### src/rtl/ext_align_pkg.sv
package ext_align_pkg;

  localparam int NUM_EPC = 3;
  localparam int EPC_M   = 0;
  localparam int EPC_S   = 1;
  localparam int EPC_D   = 2;

  localparam int BIT_C = 2;
  localparam int BIT_D = 3;
  localparam int BIT_F = 5;

  typedef enum logic [2:0] {
    RD_NONE,
    RD_ISA,
    RD_MEPC,
    RD_SEPC,
    RD_DPC
  } rd_sel_e;

  typedef struct packed {
    logic                isaHit;
    logic                wrIsa;
    logic [NUM_EPC-1:0]  wrEpc;
    logic [NUM_EPC-1:0]  ldEpc;
    rd_sel_e             rdSel;
  } csr_strobe_t;

endpackage

### src/rtl/ext_align_ctrl.sv
module ext_align_ctrl
  import ext_align_pkg::*;
#(
  parameter int              ADDR_W    = 12,
  parameter logic [11:0]     ADDR_ISA  = 12'h301,
  parameter logic [11:0]     ADDR_MEPC = 12'h341,
  parameter logic [11:0]     ADDR_SEPC = 12'h141,
  parameter logic [11:0]     ADDR_DPC  = 12'h7B1
) (
  input  logic [ADDR_W-1:0] csrAddr,
  input  logic              csrWe,
  input  logic              wdataCompressed,
  input  logic              curPcBit1,
  input  logic              trapValid,
  input  logic [1:0]        trapSel,
  output csr_strobe_t       strobes
);

  localparam logic [ADDR_W-1:0] A_ISA  = ADDR_W'(ADDR_ISA);
  localparam logic [ADDR_W-1:0] A_MEPC = ADDR_W'(ADDR_MEPC);
  localparam logic [ADDR_W-1:0] A_SEPC = ADDR_W'(ADDR_SEPC);
  localparam logic [ADDR_W-1:0] A_DPC  = ADDR_W'(ADDR_DPC);

  logic hitIsa, hitMepc, hitSepc, hitDpc;
  logic isaWriteSafe;

  assign hitIsa  = (csrAddr == A_ISA);
  assign hitMepc = (csrAddr == A_MEPC);
  assign hitSepc = (csrAddr == A_SEPC);
  assign hitDpc  = (csrAddr == A_DPC);

  // Clearing the compressed enable is only safe on a 4-byte aligned PC
  assign isaWriteSafe = wdataCompressed || !curPcBit1;

  always_comb begin
    strobes = '0;
    strobes.rdSel = RD_NONE;
    strobes.isaHit = csrWe && hitIsa;
    strobes.wrIsa  = csrWe && hitIsa && isaWriteSafe;
    strobes.wrEpc[EPC_M] = csrWe && hitMepc;
    strobes.wrEpc[EPC_S] = csrWe && hitSepc;
    strobes.wrEpc[EPC_D] = csrWe && hitDpc;
    for (int i = 0; i < NUM_EPC; i++) begin
      strobes.ldEpc[i] = trapValid && (int'(trapSel) == i);
    end
    if (hitIsa)       strobes.rdSel = RD_ISA;
    else if (hitMepc) strobes.rdSel = RD_MEPC;
    else if (hitSepc) strobes.rdSel = RD_SEPC;
    else if (hitDpc)  strobes.rdSel = RD_DPC;
  end

endmodule

### src/rtl/ext_align_dp.sv
module ext_align_dp
  import ext_align_pkg::*;
#(
  parameter int               XLEN      = 32,
  parameter logic [XLEN-1:0]  RESET_ISA = XLEN'(32'h4014112D)
) (
  input  logic            clk,
  input  logic            rst_n,
  input  csr_strobe_t     strobes,
  input  logic [XLEN-1:0] csrWdata,
  input  logic            curPcBit1,
  input  logic [XLEN-1:0] trapPc,
  input  logic [XLEN-1:0] jumpPc,
  input  logic [XLEN-1:0] candPc,
  output logic [XLEN-1:0] csrRdata,
  output logic [XLEN-1:0] alignMask,
  output logic [XLEN-1:0] jumpPcMasked,
  output logic            candMisaligned
);

  localparam logic [XLEN-1:0] HALF_WORD_BIT = XLEN'(2);

  logic [XLEN-1:0] isaQ;
  logic [XLEN-1:0] isaNext;
  logic [NUM_EPC-1:0][XLEN-1:0] epcQ;

  // Double float cannot be kept without single float
  always_comb begin
    isaNext = csrWdata;
    if (!csrWdata[BIT_F]) isaNext[BIT_D] = 1'b0;
  end

  always_ff @(posedge clk) begin
    if (!rst_n)             isaQ <= RESET_ISA;
    else if (strobes.wrIsa) isaQ <= isaNext;
  end

  assign alignMask      = isaQ[BIT_C] ? '1 : ~HALF_WORD_BIT;
  assign jumpPcMasked   = jumpPc & alignMask;
  assign candMisaligned = |(candPc & ~alignMask);

  for (genvar g = 0; g < NUM_EPC; g++) begin : g_epc
    logic [XLEN-1:0] slotQ;
    always_ff @(posedge clk) begin
      if (!rst_n)                slotQ <= '0;
      else if (strobes.ldEpc[g]) slotQ <= {trapPc[XLEN-1:1], 1'b0};
      else if (strobes.wrEpc[g]) slotQ <= {csrWdata[XLEN-1:1], 1'b0};
    end
    assign epcQ[g] = slotQ;

    assert_trap_load_R7: assert property (@(posedge clk) disable iff (!rst_n)
      strobes.ldEpc[g] |=> (slotQ == ($past(trapPc) & ~XLEN'(1))));
  end

  always_comb begin
    case (strobes.rdSel)
      RD_ISA:  csrRdata = isaQ;
      RD_MEPC: csrRdata = epcQ[EPC_M] & alignMask;
      RD_SEPC: csrRdata = epcQ[EPC_S] & alignMask;
      RD_DPC:  csrRdata = epcQ[EPC_D] & alignMask;
      default: csrRdata = '0;
    endcase
  end

  assert_isa_locked_R3: assert property (@(posedge clk) disable iff (!rst_n)
    (strobes.isaHit && !csrWdata[BIT_C] && curPcBit1) |=> $stable(isaQ));

  assert_fd_clear_R4: assert property (@(posedge clk) disable iff (!rst_n)
    (strobes.wrIsa && !csrWdata[BIT_F]) |=> !isaQ[BIT_D]);

endmodule

### src/rtl/ext_align_csr.sv
module ext_align_csr
  import ext_align_pkg::*;
#(
  parameter int               XLEN      = 32,
  parameter int               ADDR_W    = 12,
  parameter logic [XLEN-1:0]  RESET_ISA = XLEN'(32'h4014112D)
) (
  input  logic              clk,
  input  logic              rst_n,
  input  logic [ADDR_W-1:0] csrAddr,
  input  logic              csrWe,
  input  logic [XLEN-1:0]   csrWdata,
  output logic [XLEN-1:0]   csrRdata,
  input  logic [XLEN-1:0]   curPc,
  input  logic              trapValid,
  input  logic [1:0]        trapSel,
  input  logic [XLEN-1:0]   trapPc,
  input  logic [XLEN-1:0]   jumpPc,
  output logic [XLEN-1:0]   jumpPcMasked,
  input  logic [XLEN-1:0]   candPc,
  output logic              candMisaligned,
  output logic [XLEN-1:0]   alignMask
);

  csr_strobe_t strobes;

  ext_align_ctrl #(.ADDR_W(ADDR_W)) u_ctrl (
    .csrAddr         (csrAddr),
    .csrWe           (csrWe),
    .wdataCompressed (csrWdata[BIT_C]),
    .curPcBit1       (curPc[1]),
    .trapValid       (trapValid),
    .trapSel         (trapSel),
    .strobes         (strobes)
  );

  ext_align_dp #(.XLEN(XLEN), .RESET_ISA(RESET_ISA)) u_dp (
    .clk            (clk),
    .rst_n          (rst_n),
    .strobes        (strobes),
    .csrWdata       (csrWdata),
    .curPcBit1      (curPc[1]),
    .trapPc         (trapPc),
    .jumpPc         (jumpPc),
    .candPc         (candPc),
    .csrRdata       (csrRdata),
    .alignMask      (alignMask),
    .jumpPcMasked   (jumpPcMasked),
    .candMisaligned (candMisaligned)
  );

  assert_cand_flag_R9: assert property (@(posedge clk) disable iff (!rst_n)
    candMisaligned |-> (candPc[1] && !alignMask[1]));

  assert_jump_mask_R8: assert property (@(posedge clk) disable iff (!rst_n)
    jumpPcMasked[1] |-> (alignMask[1] && jumpPc[1]));

endmodule

### config.mk
export PLATFORM = sky130hd
export DESIGN_NAME = ext_align_csr
export DESIGN_NICKNAME = d
export VERILOG_FILES = /design/src/rtl/ext_align_pkg.sv /design/src/rtl/ext_align_ctrl.sv /design/src/rtl/ext_align_dp.sv /design/src/rtl/ext_align_csr.sv
export SDC_FILE = /design/constraint.sdc
export NUM_CORES = 1
export LEC_CHECK = 0
export BUFFER_PORTS_ARGS = -buffer_cell sky130_fd_sc_hd__buf_2
export CAP_MARGIN = 30
export CORE_UTILIZATION = 45
export CTS_CLUSTER_DIAMETER = 150
export DETAILED_ROUTE_END_ITERATION = 10
export PLACE_DENSITY = 0.77
export SLEW_MARGIN = 10
export SYNTH_ARGS = -nofsm -noshare
export SYNTH_HDL_FRONTEND = slang
export SYNTH_HIERARCHICAL = 1
export SYNTH_SLANG_ARGS = --single-unit
export TNS_END_PERCENT = 20
### constraint.sdc
create_clock -name clk -period 4.6 [get_ports clk]
set_clock_uncertainty 0.2 [all_clocks]
set_input_delay 1.15 -clock clk [delete_from_list [all_inputs] [get_ports clk]]
set_output_delay 1.15 -clock clk [all_outputs]
set_load 0.005 [all_outputs]
### Yosys cells after proc, flatten, opt, wreduce, memory -nomap -nowiden

Cells that the tools add are included.

| storage, ports and cells | value |
|---|---|
| word-level logic and storage cells | 48 |
| output and inout port bits | 97 |
| register bits | 125 |
| input port bits | 178 |

| cells by class | value |
|---|---|
| reductions and logical operators | 15 |
| eq/ne operators | 10 |
| bitwise operators | 6 |
| mux-type cells | 13 |

Operator list:

| kind | count |
|---|---|
| 32-bit 2-to-1 mux | 6 |
| 32-bit AND | 5 |
| 32-bit one-hot mux with 4 select lines | 1 |
| 32-bit NOT | 1 |
| 32-bit OR reduction | 1 |
| 12-bit by 10-bit == test with 1-bit output (second input constant) | 2 |
| 12-bit by 11-bit == test with 1-bit output (second input constant) | 1 |
| 12-bit by 9-bit == test with 1-bit output (second input constant) | 1 |
| 3-bit 2-to-1 mux | 4 |
| 1-bit logical AND | 8 |
| 3-bit by 2-bit == test with 1-bit output (second input constant) | 2 |
| 2-bit nonzero test | 3 |
| 2-bit == test (second input constant) | 2 |
| 3-bit by 1-bit == test with 1-bit output (second input constant) | 1 |
| 3-bit == test (second input constant) | 1 |
| 2-bit logical NOT | 1 |
| 2-bit 2-to-1 mux | 1 |
| 1-bit logical NOT | 1 |
| 1-bit logical OR | 1 |
| 1-bit 2-to-1 mux | 1 |

### Logic depth before layout (Yosys ltp)

| depth | value |
|---|---|
| depth in word-level cells | 7 |
| depth in mapped cells | 10 |

### Modules after synthesis

Netlist, hierarchy kept.

Modules (own cells, without submodules):

| module | area an instance (um^2) | cells each | instances |
|---|---|---|---|
| ext_align_dp | 6999.2 | 801 | 1 |
| ext_align_ctrl | 183.9 | 28 | 1 |

### Worst setup path after synthesis

Ideal clock, no wire load.

| path | value |
|---|---|
| kind | input port to output port |
| start | input csrAddr[11] |
| end | output csrRdata[1] |
| required time | 3.250 ns |
| arrival | 3.011 ns |
| slack | 0.239 ns |
| path buffers | 2 |
| stages | 9 |
| cells stage by stage | or4b_1 -> or2_1 -> buf_6 -> nor4_4 -> nor2b_4 -> buf_6 -> nand3b_1 -> nand2_1 -> a32o_1 |

RTL lines:

| item | line | text |
|---|---|---|
| from (decl) | ext_align_csr.sv:10 | `input logic [ADDR_W-1:0] csrAddr,` |
| to (decl) | ext_align_csr.sv:13 | `output logic [XLEN-1:0] csrRdata,` |

==> flow_metrics.tcl <==
set metrics [dict create \
    status "finished, violations left" \
    violations "setup timing" \
    p_leak_nw 3.032 \
    die_h_microns 128.3 \
    relSlewSlack 0.5744 \
    finalHoldViolations 0 \
    grt_pass1_wl_microns 29010 \
    initial_utilization 0.4671 \
    vias 5904 \
    cts_hold_buf 0 \
    clock.fmax_mhz 216.0 \
    dp_cells 1087 \
    nNetsFinal 1075 \
    num_rows 45 \
    rr_endpoint "u_dp/g_epc[2].slotQ[29]" \
    clk_pin_slew_ps 60 \
    grt_pass1_vias 5763 \
    layout_min_cycle_time_ps 4629 \
    setup_tns_ps -28.72 \
    final_layout_size_suffix_gt1_frac 0.2396 \
    power_density_nw_per_um2 321.9 \
    grtUsageTotal 0.2247 \
    overflow 0 \
    period_share 1.006 \
    setup_viol 1 \
    critPathSlowestCell "or4b_4" \
    wl_per_cell_microns 16.38 \
    rr_startpoint "u_dp/g_epc[2].slotQ[29]" \
    max-vdd-ir-drop_mv 0.1622 \
    crit_arrival_ps 3280 \
    drtPass1Iterations 5 \
    worstHoldStart "u_dp/isaQ[0]" \
    cts_root_buf "clkbuf_16" \
    criticalPathCategory "input port to output pin" \
    diodes 0 \
    maxCapViolations 0 \
    hp-class "register to register" \
    routed_wl_microns 18360 \
    portBuffers 118 \
    core_sq_um 15370 \
    reg2reg_slack_ps 3540 \
    ant_nets 0 \
    crit_buf_inv 4 \
    die_w_microns 128.3 \
    hpwl_microns 11490 \
    multi_input_area_sq_um 4096 \
    route.detailed.drc 0 \
    max_stage_delay_ps 530 \
    cts_max_level 4 \
    dr.first_iter.drc_count 365 \
    fin_cells 1121 \
    grt_max_degree 126 \
    globalplace.congestion 0.7627 \
    pin_count 275 \
    synthCells 828 \
    critical_path.startpoint "csrAddr[11]" \
    layout_setup_ws_ps -28.72 \
    synth_area_per_cell_sq_um 8.671 \
    clockBufferDepth 2 \
    cp-start-kind "input port" \
    cts_sinks 125 \
    maxSlewViolCount 0 \
    crit_path_max_fanout 13 \
    clk_latency_ps 410 \
    layout_commonest_cell "mux2i_1" \
    rsz0062_at_grt "true" \
    worst_setup_path_end_kind "output pin" \
    drt-vias-per-instance 5.267 \
    finalPower_mw 2.730 \
    nFillCells 1395 \
    cts_buffers 17 \
    crit_cells 10 \
    place_ws_ps -40.05 \
    cp.required_ps 3250 \
    cp_top_family "simple AND/OR/NAND/NOR gates" \
    critPathCapture "csrRdata[13]" \
    final_cell_mix "154 x mux2i_1, 125 x dfxtp_1, 117 x buf_2, 106 x nand2_1, 95 x and2_1" \
    synth_area_sq_um 7179 \
    area_delta_synth_final_pct 18.12 \
    path_cells "buf_6, or4b_4, or2_4, nor4_4, buf_4, nor2b_4, buf_12, a22oi_1, o22ai_1, buf_2" \
    cts_tree "yes" \
    antenna_found_initial 0 \
    ff2ff_path_depth 3 \
    ys_warn_count 6 \
    dieArea_sq_um 16460 \
    seqCellArea_sq_um 2502 \
    worstMarginPinSlew_ps 638.3 \
]
## layer usage
metal / global-route usage / vias to the layer above / wire, microns
met5: 0 / - / 0
li1: - / 2887 / -
met1: 0.2889 / 2775 / 8283
met4: 0.08235 / 0 / 282
met3: 0.04048 / 27 / 1003
met2: 0.3758 / 215 / 8790
## registers in the layout, indices dropped and copies added (netlist names)
| register | flops |
|---|---|
| u_dp/g_epc.slotQ | 93 |
| u_dp/isaQ | 32 |
## how the worst min path moves through the flow
stage / cells after the start / to
floorplan: 2 / u_dp/isaQ[0]
global placement: 2 / u_dp/isaQ[0]
detailed placement: 2 / u_dp/isaQ[0]
CTS: 2 / u_dp/isaQ[0]
global route: 2 / u_dp/isaQ[0]
finish: 2 / u_dp/isaQ[0]
## worst reg2reg max path: stages (launching register included)
cell and delay (ps):
dfxtp_1 320, mux2i_1 140, o21ai_0 110, and2_1 180
## metrics by stage
stage / hold slack, ps / util / area (sq um)
floorplan: 232.7 / - / 7292
global placement: 244.0 / 0.4997 / 7681
detailed placement: 255.1 / 0.5010 / 7701
CTS: 270.8 / 0.5434 / 8353
global route: 275.0 / 0.5517 / 8481
finish: 268.1 / 0.5517 / 8481
## cell type report
type / instances / area share
multi-input combinational: 599 / 0.4830
sequential: 125 / 0.2951
timing repair buffer: 152 / 0.1151
clock buffer: 17 / 0.05016
tap: 211 / 0.03113
clock inverter: 15 / 0.02464
inverter: 2 / 0.0008852
## report_power, final
part	internal, mW	switching [mW]
Combinational	0.0752	0.103
Sequential	1.11	0.0149
Clock	0.916	0.510
## repair_timing
item	CTS	global route
resized for setup	3	21
pin swaps	2	15
endpoints found under the setup margin	19	31
buffers inserted	1	0
Power figures use the tool's default switching activity.
